## config.mk

```make
export PLATFORM = sky130hd
export DESIGN_NAME = capture_unit
export DESIGN_NICKNAME = d
export VERILOG_FILES = /design/src/rtl/capt_pkg.sv /design/src/rtl/capt_sync.sv /design/src/rtl/capt_filter.sv /design/src/rtl/capt_ctrl.sv /design/src/rtl/capt_datapath.sv /design/src/rtl/capture_unit.sv
export SDC_FILE = /design/constraint.sdc
export NUM_CORES = 1
export LEC_CHECK = 0
export BUFFER_PORTS_ARGS = -buffer_cell sky130_fd_sc_hd__buf_2
export CAP_MARGIN = 20
export CORE_MARGIN = 2
export CORE_UTILIZATION = 27
export DETAILED_ROUTE_END_ITERATION = 6
export SYNTH_ARGS = -nofsm -noshare
export SYNTH_HDL_FRONTEND = slang
export SYNTH_SLANG_ARGS = --single-unit
```

## constraint.sdc

```tcl
create_clock -name clk -period 5.4 [get_ports clk]
set_input_delay 1.08 -clock clk [delete_from_list [all_inputs] [get_ports clk]]
set_output_delay 1.08 -clock clk [all_outputs]
set_load 0.005 [all_outputs]
```

## src/rtl/capt_pkg.sv

```systemverilog
package capt_pkg;
  // Control-to-datapath strobes, valid for one cycle
  typedef struct packed {
    logic load;   // take the counter value and set the flag
    logic clear;  // clear the flag unless load is also high
  } captStrobes_t;
endpackage

```

## src/rtl/capt_sync.sv

```systemverilog
module capt_sync #(
  parameter int STAGES = 2
) (
  input  logic clk,
  input  logic rstN,
  input  logic din,
  output logic dout
);
  logic [STAGES-1:0] chain;

  generate
    if (STAGES == 1) begin : g_single
      always_ff @(posedge clk or negedge rstN) begin
        if (!rstN) chain <= '0;
        else       chain <= din;
      end
    end else begin : g_multi
      always_ff @(posedge clk or negedge rstN) begin
        if (!rstN) chain <= '0;
        else       chain <= {chain[STAGES-2:0], din};
      end
    end
  endgenerate

  assign dout = chain[STAGES-1];
endmodule

```

## src/rtl/capt_filter.sv

```systemverilog
module capt_filter #(
  parameter int RUN_LEN = 4
) (
  input  logic clk,
  input  logic rstN,
  input  logic sample,
  output logic filtered
);
  localparam int HIST_W = RUN_LEN - 1;

  logic [HIST_W-1:0] hist;
  logic              filtQ;
  logic              runComplete;

  generate
    if (HIST_W == 1) begin : g_short
      always_ff @(posedge clk or negedge rstN) begin
        if (!rstN) hist <= '0;
        else       hist <= sample;
      end
    end else begin : g_long
      always_ff @(posedge clk or negedge rstN) begin
        if (!rstN) hist <= '0;
        else       hist <= {hist[HIST_W-2:0], sample};
      end
    end
  endgenerate

  // The current sample plus HIST_W older ones all agree and differ from the output
  assign runComplete = (hist == {HIST_W{sample}}) && (sample != filtQ);

  always_ff @(posedge clk or negedge rstN) begin
    if (!rstN)            filtQ <= 1'b0;
    else if (runComplete) filtQ <= sample;
  end

  assign filtered = filtQ;
endmodule

```

## src/rtl/capt_ctrl.sv

```systemverilog
module capt_ctrl
  import capt_pkg::*;
#(
  parameter int SYNC_STAGES = 2,
  parameter int RUN_LEN     = 4
) (
  input  logic         clk,
  input  logic         rstN,
  input  logic         pinRaw,
  input  logic         filtEn,
  input  logic         edgeRise,
  input  logic         topIsCapReg,
  input  logic         flagClr,
  output captStrobes_t stb
);
  logic pinSync;
  logic pinFilt;
  logic pinSel;
  logic prevQ;
  logic edgeQ;
  logic filtEnQ;
  logic sawRise;
  logic sawFall;
  logic edgeHit;
  logic cfgChange;

  capt_sync #(.STAGES(SYNC_STAGES)) u_sync (
    .clk  (clk),
    .rstN (rstN),
    .din  (pinRaw),
    .dout (pinSync)
  );

  capt_filter #(.RUN_LEN(RUN_LEN)) u_filter (
    .clk      (clk),
    .rstN     (rstN),
    .sample   (pinSync),
    .filtered (pinFilt)
  );

  assign pinSel = filtEn ? pinFilt : pinSync;

  // The previous-sample register reloads every cycle, including the cycle a setting changes
  always_ff @(posedge clk or negedge rstN) begin
    if (!rstN) begin
      prevQ   <= 1'b0;
      edgeQ   <= 1'b0;
      filtEnQ <= 1'b0;
    end else begin
      prevQ   <= pinSel;
      edgeQ   <= edgeRise;
      filtEnQ <= filtEn;
    end
  end

  assign sawRise   = pinSel & ~prevQ;
  assign sawFall   = ~pinSel & prevQ;
  assign edgeHit   = edgeRise ? sawRise : sawFall;
  assign cfgChange = (edgeRise != edgeQ) || (filtEn != filtEnQ);

  always_comb begin
    stb.load  = edgeHit & ~cfgChange & ~topIsCapReg;
    stb.clear = flagClr;
  end
endmodule

```

## src/rtl/capt_datapath.sv

```systemverilog
module capt_datapath
  import capt_pkg::*;
#(
  parameter int CNT_W = 16
) (
  input  logic             clk,
  input  logic             rstN,
  input  captStrobes_t     stb,
  input  logic [CNT_W-1:0] cntVal,
  input  logic             irqEn,
  output logic [CNT_W-1:0] capReg,
  output logic             capFlag,
  output logic             irqReq
);
  logic [CNT_W-1:0] capQ;
  logic             flagQ;

  always_ff @(posedge clk or negedge rstN) begin
    if (!rstN)         capQ <= '0;
    else if (stb.load) capQ <= cntVal;
  end

  // A capture in the same cycle as a clear takes priority
  always_ff @(posedge clk or negedge rstN) begin
    if (!rstN)          flagQ <= 1'b0;
    else if (stb.load)  flagQ <= 1'b1;
    else if (stb.clear) flagQ <= 1'b0;
  end

  assign capReg  = capQ;
  assign capFlag = flagQ;
  assign irqReq  = flagQ & irqEn;
endmodule

```

## src/rtl/capture_unit.sv

```systemverilog
module capture_unit
  import capt_pkg::*;
#(
  parameter int CNT_W       = 16,
  parameter int SYNC_STAGES = 2,
  parameter int RUN_LEN     = 4
) (
  input  logic             clk,
  input  logic             rstN,
  input  logic [CNT_W-1:0] cntVal,
  input  logic             pinRaw,
  input  logic             filtEn,
  input  logic             edgeRise,
  input  logic             irqEn,
  input  logic             topIsCapReg,
  input  logic             flagClr,
  output logic [CNT_W-1:0] capReg,
  output logic             capFlag,
  output logic             irqReq
);
  captStrobes_t stb;

  capt_ctrl #(.SYNC_STAGES(SYNC_STAGES), .RUN_LEN(RUN_LEN)) u_ctrl (
    .clk         (clk),
    .rstN        (rstN),
    .pinRaw      (pinRaw),
    .filtEn      (filtEn),
    .edgeRise    (edgeRise),
    .topIsCapReg (topIsCapReg),
    .flagClr     (flagClr),
    .stb         (stb)
  );

  capt_datapath #(.CNT_W(CNT_W)) u_dp (
    .clk     (clk),
    .rstN    (rstN),
    .stb     (stb),
    .cntVal  (cntVal),
    .irqEn   (irqEn),
    .capReg  (capReg),
    .capFlag (capFlag),
    .irqReq  (irqReq)
  );
endmodule

```

==> out/results.tsv, run 1 <==
stage	metric	value	unit
finish	fin_nets	125	
logic_synthesis	synth_cells	56	
placed_design	port_buffers	41	
power	power_frac_comb	0.241	
power	pwr_density_cell	386	mW/mm^2
routing	drc	0	
floorplanning	dieWidth	64.9	um
worst_setup_path	critPathKind	input port to register	
flow_run	drv_cap	0	
finish	area.growth.synth_to_final	30.0	%
sta	worstMarginPinSlew	679	ps
logic_synthesis	synth_top_area_frac	0.649	
power	seqPwrFrac	0.527	
placed_design	hpwlAfterDp	1320	um
floorplanning	io_pins	42	
logic_synthesis	synth_area	0.00100	sq mm
global_routing	grt_max_degree	27	
worst_setup_path	cp-end-kind	register	
placed_design	placedCellCount	144	
routing	first_iter_violations	9	
clocking	root_buffer	clkbuf_8	
sta	min_period	2580	ps
power	p_sw	117	uW
power	netSwitchingFraction	0.232	
floorplanning	initial_core_util	0.278	
sta	finalSetupTns	0	ps
global_routing	grt_pass1_wl	2810	um
min_path	hp-class	register to register	
logic_synthesis	async_reset_ff_frac	1.00	
floorplanning	die-area	0.00422	sq mm
sta	finalSetupViolations	0	
logic_synthesis	synth_seq_area_share	0.649	
floorplanning	fp-row-count	22	
placed_design	place_congestion	0.580	
logic_synthesis	synth-seq-cells	26	
logic_synthesis	synth_most_common_cell	dfrtp_1	
clocking	clkLatencyLatePin	250	ps
sta	clock_skew	0.951	ps
sta	fmax	388	MHz
worst_setup_path	critPathLaunchType	input port	
logic_synthesis	yosys.area.top_type	dfrtp_1	
clocking	ctsHoldBuffers	0	
floorplanning	core_area	0.00361	sq mm
global_routing	grt-ovfl-total	0	
global_routing	grt_antenna_before_repair	0	
logic_synthesis	synth_ff_type	dfrtp_1	
power	p_leak	0.677	nW
power	p_int	386	uW
routing	first_pass_iters	2	
finish	instances_no_fill	148	
global_routing	grt_pass1_vias	612	
clocking	post_cts_buffers	0	
logic_synthesis	synth_warnings	0	
logic_synthesis	synth_enable_flop_cells	0	
routing	wl	1730	um
sta	hold_viol_final	0	
clocking	tritoncts	yes	
clocking	clk_pin_slew_worst_paths	80	ps
logic_synthesis	yosysUniqueCellTypes	15	
worst_setup_path	crit_fanout	17	
finish	fillers	356	
routing	postRouteAntennaNets	0	
outcome	status	finished, final reports clean	
routing	drt-wirelength-per-cell	11.7	um
clocking	cts_resized	0	
power	peakVddDrop	0.0000998	V
sta	maxSlewHeadroom	0.546	
logic_synthesis	synth.avg_cell_area	17.9	sq um
worst_setup_path	cp_data_required_time	5540	ps
finish	drive_gt1_frac	0.650	
routing	vias	594	
finish	antenna_cells	0	
global_routing	grt_use_total	0.0872	
power	clockPowerShare	0.232	
floorplanning	die_y	64.9	um
sta	finalCritPeriodShare	0.477	
routing	viasPerCell	4.01	
clocking	clock_path_buffers	2	
sta	rsz0062_at_grt	no	
worst_setup_path	arrival	2720	ps
logic_synthesis	synthTopCellsByCount	26 x dfrtp_1, 10 x mux2_4, 7 x mux2_2	
logic_synthesis	synth_nets	80	
clocking	htree_levels	1	
clocking	cts.sinks	26	
clocking	numCtsBuffers	3	
logic_synthesis	synth_area_leaders	dfrtp_1 65%, mux2_4 15%, mux2_2 7.9%	
sta	maxSlewViolCount	0	
==> layer usage <==
| layer | up-vias | routed length [um] | global-route usage |
|---|---|---|---|
| met5 | - | 0 | 0 |
| met1 | 288 | 751 | 0.112 |
| li1 | 282 | - | - |
| met2 | 22 | 844 | 0.139 |
| met3 | 2 | 128 | 0.0243 |
| met4 | 0 | 8 | 0.0319 |
==> power groups by stage <==
stage                     sequential, mW  combinational [mW]  clock [mW]
after floorplan                    0.271              0.0578           0
after global placement             0.266               0.120           0
after detailed placement           0.268               0.124           0
after CTS                          0.265               0.124       0.123
after global routing               0.271               0.132       0.133
final                              0.265               0.121       0.117
==> placed cells by master (no fill, tap or decap), drive strengths merged <==
master | netlist | final
buf | 1 | 41
dfrtp | 26 | 26
mux2 | 17 | 17
clkbuf | 0 | 4
nor2 | 2 | 2
o21ai | 2 | 2
and2 | 1 | 1
and4b | 1 | 1
nor4b | 1 | 1
xor2 | 1 | 1
a31oi | 1 | 1
or3 | 1 | 1
a21oi | 1 | 1
inv | 1 | 1
==> cell families (layout without fill, tap and decap cells) <==
family | after synthesis | in the layout | synth area share
flops | 26 | 26 | 0.649
mux | 17 | 17 | 0.228
simple gates | 6 | 6 | 0.0574
compound gates | 4 | 4 | 0.0325
buf+inv | 2 | 46 | 0.0237
xor+xnor | 1 | 1 | 0.00874
==> state kept, by name, summed over array words and instances, names as in the netlist <==
signal,count
u_ctrl.u_filter.filtered,1
u_ctrl.filtEnQ,1
u_ctrl.prevQ,1
u_ctrl.edgeQ,1
u_dp.capReg,16
u_ctrl.u_filter.hist,3
u_ctrl.u_sync.chain,2
u_dp.capFlag,1
==> critical path, stage by stage <==
cell and delay [ps]:
buf_2 120, mux2_4 330, and4b_4 220, o21ai_4 560, mux2_2 410
==> through the flow <==
stage	setup WS (ps)	hold slack, ps	area (sq um)	power, mW	util
floorplan	2950	331	1000	0.328	-
global placement	2580	336	1250	0.387	0.346
detailed placement	2520	345	1250	0.392	0.346
CTS	2800	364	1300	0.512	0.361
global route	2760	386	1300	0.536	0.361
finish	2820	361	1300	0.502	0.361
==> area by class of cell <==
type	count	area, sq um	share of cell area
timing repair buffer	41	205	0.158
sequential	26	651	0.500
multi-input combinational	28	328	0.252
tap	48	60.1	0.0461
clock buffer	4	55.1	0.0423
inverter	1	3.75	0.00288
==> worst paths after layout <==
path | start | to | slack, ps | cells after the start
hold reg to reg | u_ctrl.u_sync.chain[0] | u_ctrl.u_sync.chain[1] | 360 | 0
min in group asynchronous | rstN | u_ctrl.edgeQ | 800 | 1
setup / recovery | filtEn | u_dp.capReg[5] | 2820 | 5
setup reg to reg | u_ctrl.u_sync.chain[1] | u_dp.capReg[5] | 3380 | 4
max in group asynchronous | rstN | u_ctrl.u_filter.filtered | 4240 | 1
hold / removal | u_ctrl.u_sync.chain[0] | u_ctrl.u_sync.chain[1] | 360 | 0
Power figures use the tool's default switching activity.
==> run 2: changes to the inputs <==
- ABC_AREA: not set -> 1
- clock period: 5.4 -> 2.3 ns (I/O delays scaled with it)
==> out/results.tsv, run 2 <==
stage	metric	value	unit	change
worst_setup_path	crit_top_cell	nand2_1		
worst_setup_path	critPathLaunchType	register		
clocking	ctsHoldBuffers	0		unchanged
logic_synthesis	synth_ff_type	dfrtp_1		
clocking	clk_pin_slew_worst_paths	80	ps	about the same
worst_setup_path	cp_slowest_cell	dfrtp_1		
routing	wl	2360	um	+36%
finish	instances_no_fill	196		+32%
sta	worstMarginPinSlew	553	ps	-126 ps
logic_synthesis	synth_area	0.00107	sq mm	+6.4%
sta	finalSetupViolations	0		unchanged
logic_synthesis	synthTopCellsByCount	41 x nand2_1, 26 x dfrtp_1, 16 x nand4_1		
power	clockPowerShare	0.221		-0.011
worst_setup_path	crit_buf_inv	1		unchanged
routing	drt-wirelength-per-cell	12.0	um	+2.7%
power	pwr_density_cell	817	mW/mm^2	+110%
placed_design	dpl-instance-area	0.00131	sq mm	+4.6%
worst_setup_path	cp_top_family	simple AND/OR/NAND/NOR gates		
clocking	tritoncts	yes		
global_routing	grt_pass1_wl	3780	um	+35%
routing	postRouteAntennaNets	0		unchanged
worst_setup_path	cp_data_required_time	2450	ps	-3090 ps
logic_synthesis	yosys.area.top_type	dfrtp_1		
logic_synthesis	synth_area_leaders	dfrtp_1 61%, nand2_1 14%, nand4_1 9.4%		
logic_synthesis	synthMuxAreaShare	0		-0.228
clocking	root_buffer	clkbuf_8		
finish	final_util	0.362		+0.00108
global_routing	grt-ovfl-total	0		unchanged
global_routing	grt_max_degree	27		unchanged
sta	hold_ws	178	ps	-183 ps
power	netSwitchingFraction	0.288		+0.0555
sta	min_period	1390	ps	
floorplanning	fp-row-count	22		unchanged
logic_synthesis	synth_warnings	0		unchanged
finish	fin_nets	174		+39%
worst_setup_path	crit_fanout	17		unchanged
finish	fillers	400		+12%
floorplanning	die-area	0.00447	sq mm	+6.0%
placed_design	port_buffers	41		unchanged
logic_synthesis	synth_xor_area_frac	0		-0.00874
worst_setup_path	arrival	1540	ps	-1180 ps
clocking	numCtsBuffers	3		unchanged
routing	viasPerCell	4.47		+11%
floorplanning	initial_core_util	0.287		+0.00894
logic_synthesis	async_reset_ff_frac	1.00		unchanged
clocking	cts_resized	0		unchanged
global_routing	grt_antenna_before_repair	0		unchanged
sta	maxSlewViolCount	0		unchanged
placed_design	hpwlAfterDp	1790	um	+35%
power	power_frac_comb	0.233		-0.008
clocking	clock_path_buffers	2		unchanged
logic_synthesis	synth_most_common_cell	nand2_1		
power	peakVddDrop	0.000400	V	+300%
finish	layout_common_cells	41 x nand2_1, 41 x buf_2, 26 x dfrtp_1		
sta	fmax	721	MHz	
finish	largest_reg_flops	16		unchanged
sta	rsz0062_at_grt	no		
logic_synthesis	synthSimpleGateAreaFrac	0.331		+0.274
worst_setup_path	crit_chain	inv_1, nand2_1, nand2_1, nand2_2, nand3_4, nand2_1, nand2_1		
power	p_sw	316	uW	+170%
logic_synthesis	synth_seq_area_share	0.610		-0.0389
routing	drc	0		unchanged
routing	vias	877		+48%
worst_setup_path	critPathKind	register to register		
routing	first_pass_iters	4		+2
logic_synthesis	synth.avg_cell_area	9.87	sq um	-45%
floorplanning	io_pins	42		unchanged
logic_synthesis	synth_nets	132		+65%
sta	hold_viol_final	0		unchanged
sta	maxSlewHeadroom	0.632		+0.0859
power	seqPwrFrac	0.546		+0.019
finish	area.growth.synth_to_final	26.3	%	
floorplanning	dieWidth	66.8	um	+2.9%
logic_synthesis	synth_fa_ha_area_frac	0		unchanged
placed_design	placedCellCount	193		+34%
sta	finalSetupTns	0	ps	unchanged
flow_run	drv_cap	0		unchanged
sta	finalCritPeriodShare	0.603		
floorplanning	core_area	0.00372	sq mm	+3.1%
sta	clock_skew	4.43	ps	+3.48 ps
worst_setup_path	cp_slowest_stage_delay	400	ps	-160 ps
logic_synthesis	yosysUniqueCellTypes	17		+2
floorplanning	die_y	66.8	um	+2.9%
logic_synthesis	synth_cells	108		+93%
outcome	status	finished, final reports clean		
logic_synthesis	synth-compound-area-share	0.00939		-0.0231
clocking	clkLatencyLatePin	260	ps	about the same
routing	first_iter_violations	37		+28
clocking	cts.sinks	26		unchanged
min_path	hp-class	input port to async pin		
finish	antenna_cells	0		unchanged
finish	drive_gt1_frac	0.358		-0.292
logic_synthesis	synth-seq-cells	26		unchanged
logic_synthesis	synth_enable_flop_cells	0		unchanged
logic_synthesis	synth_top_area_frac	0.610		-0.0389
clocking	htree_levels	1		unchanged
global_routing	grt_pass1_vias	825		+35%
logic_synthesis	synth_top_family_by_area	simple AND/OR/NAND/NOR gates		
worst_setup_path	cp-end-kind	register		
power	p_leak	0.745	nW	+10%
finish	stdcell_area	0.00135	sq mm	+3.4%
global_routing	grt_use_total	0.114		+0.0270
clocking	post_cts_buffers	0		unchanged
power	p_int	784	uW	+100%
placed_design	place_congestion	0.702		+21%
[run 2: changes by cell type after synthesis, moves of 2 or more]
cell / previous run / this run
buf_2: 0 / 3
inv_1: 1 / 6
mux2_2: 7 / 0
mux2_4: 10 / 0
nand2_1: 0 / 41
nand2_2: 0 / 4
nand3_1: 0 / 2
nand4_1: 0 / 16
[run 2: worst register-to-register path, delay by kind of cell, from the launching register on]
| family | cells | cell delay, ps |
|---|---|---|
| flops | 1 | 400 |
| buf+inv | 1 | 50 |
| simple gates | 6 | 840 |
[run 2: area by class of cell]
class / count / area, sq um / area share
repair buffers: 41 / 205 / 0.152
multi-input cells: 71 / 363 / 0.270
flip-flops and latches: 26 / 651 / 0.483
well taps: 48 / 60.1 / 0.0446
inverters: 7 / 26.3 / 0.0195
clock buffers: 3 / 41.3 / 0.0307
[run 2: power groups by stage]
| stage | logic (mW) | clock network (mW) | registers (mW) |
|---|---|---|---|
| 6_report | 0.256 | 0.243 | 0.601 |
| 4_1_cts | 0.264 | 0.252 | 0.602 |
| 2_1_floorplan | 0.118 | 0 | 0.613 |
| 5_1_grt | 0.291 | 0.274 | 0.611 |
| 3_5_place_dp | 0.261 | 0 | 0.611 |
| 3_3_place_gp | 0.253 | 0 | 0.609 |
[run 2: layer usage]
layer  track usage  part of all wire
met3        0.0287             0.075
met2         0.179              0.46
met5             0                 0
met4        0.0383             0.013
met1         0.154              0.45
[run 2: cell families after synthesis]
logic type	after synthesis
simple gates	69
flops	26
buf+inv	11
compound gates	2
[run 2: final timing paths]
check | startpoint | to | slack, ps | depth (start not counted)
worst max-delay path | u_ctrl.u_sync.chain[1] | u_dp.capReg[15] | 910 | 7
worst min-delay path | rstN | u_ctrl.u_filter.hist[0] | 180 | 1
worst max register to register | u_ctrl.u_sync.chain[1] | u_dp.capReg[15] | 910 | 7
worst min register to register | u_ctrl.u_sync.chain[0] | u_ctrl.u_sync.chain[1] | 350 | 0
max in group asynchronous | rstN | u_ctrl.filtEnQ | 1760 | 1
min in group clk | pinRaw | u_ctrl.u_sync.chain[0] | 300 | 1
[run 2: metrics by stage]
stage | total power, mW | setup WS [ps]
2_1_floorplan | 0.731 | 1090
3_3_place_gp | 0.863 | 776
3_5_place_dp | 0.871 | 717
4_1_cts | 1.12 | 910
5_1_grt | 1.18 | 749
6_report | 1.10 | 914
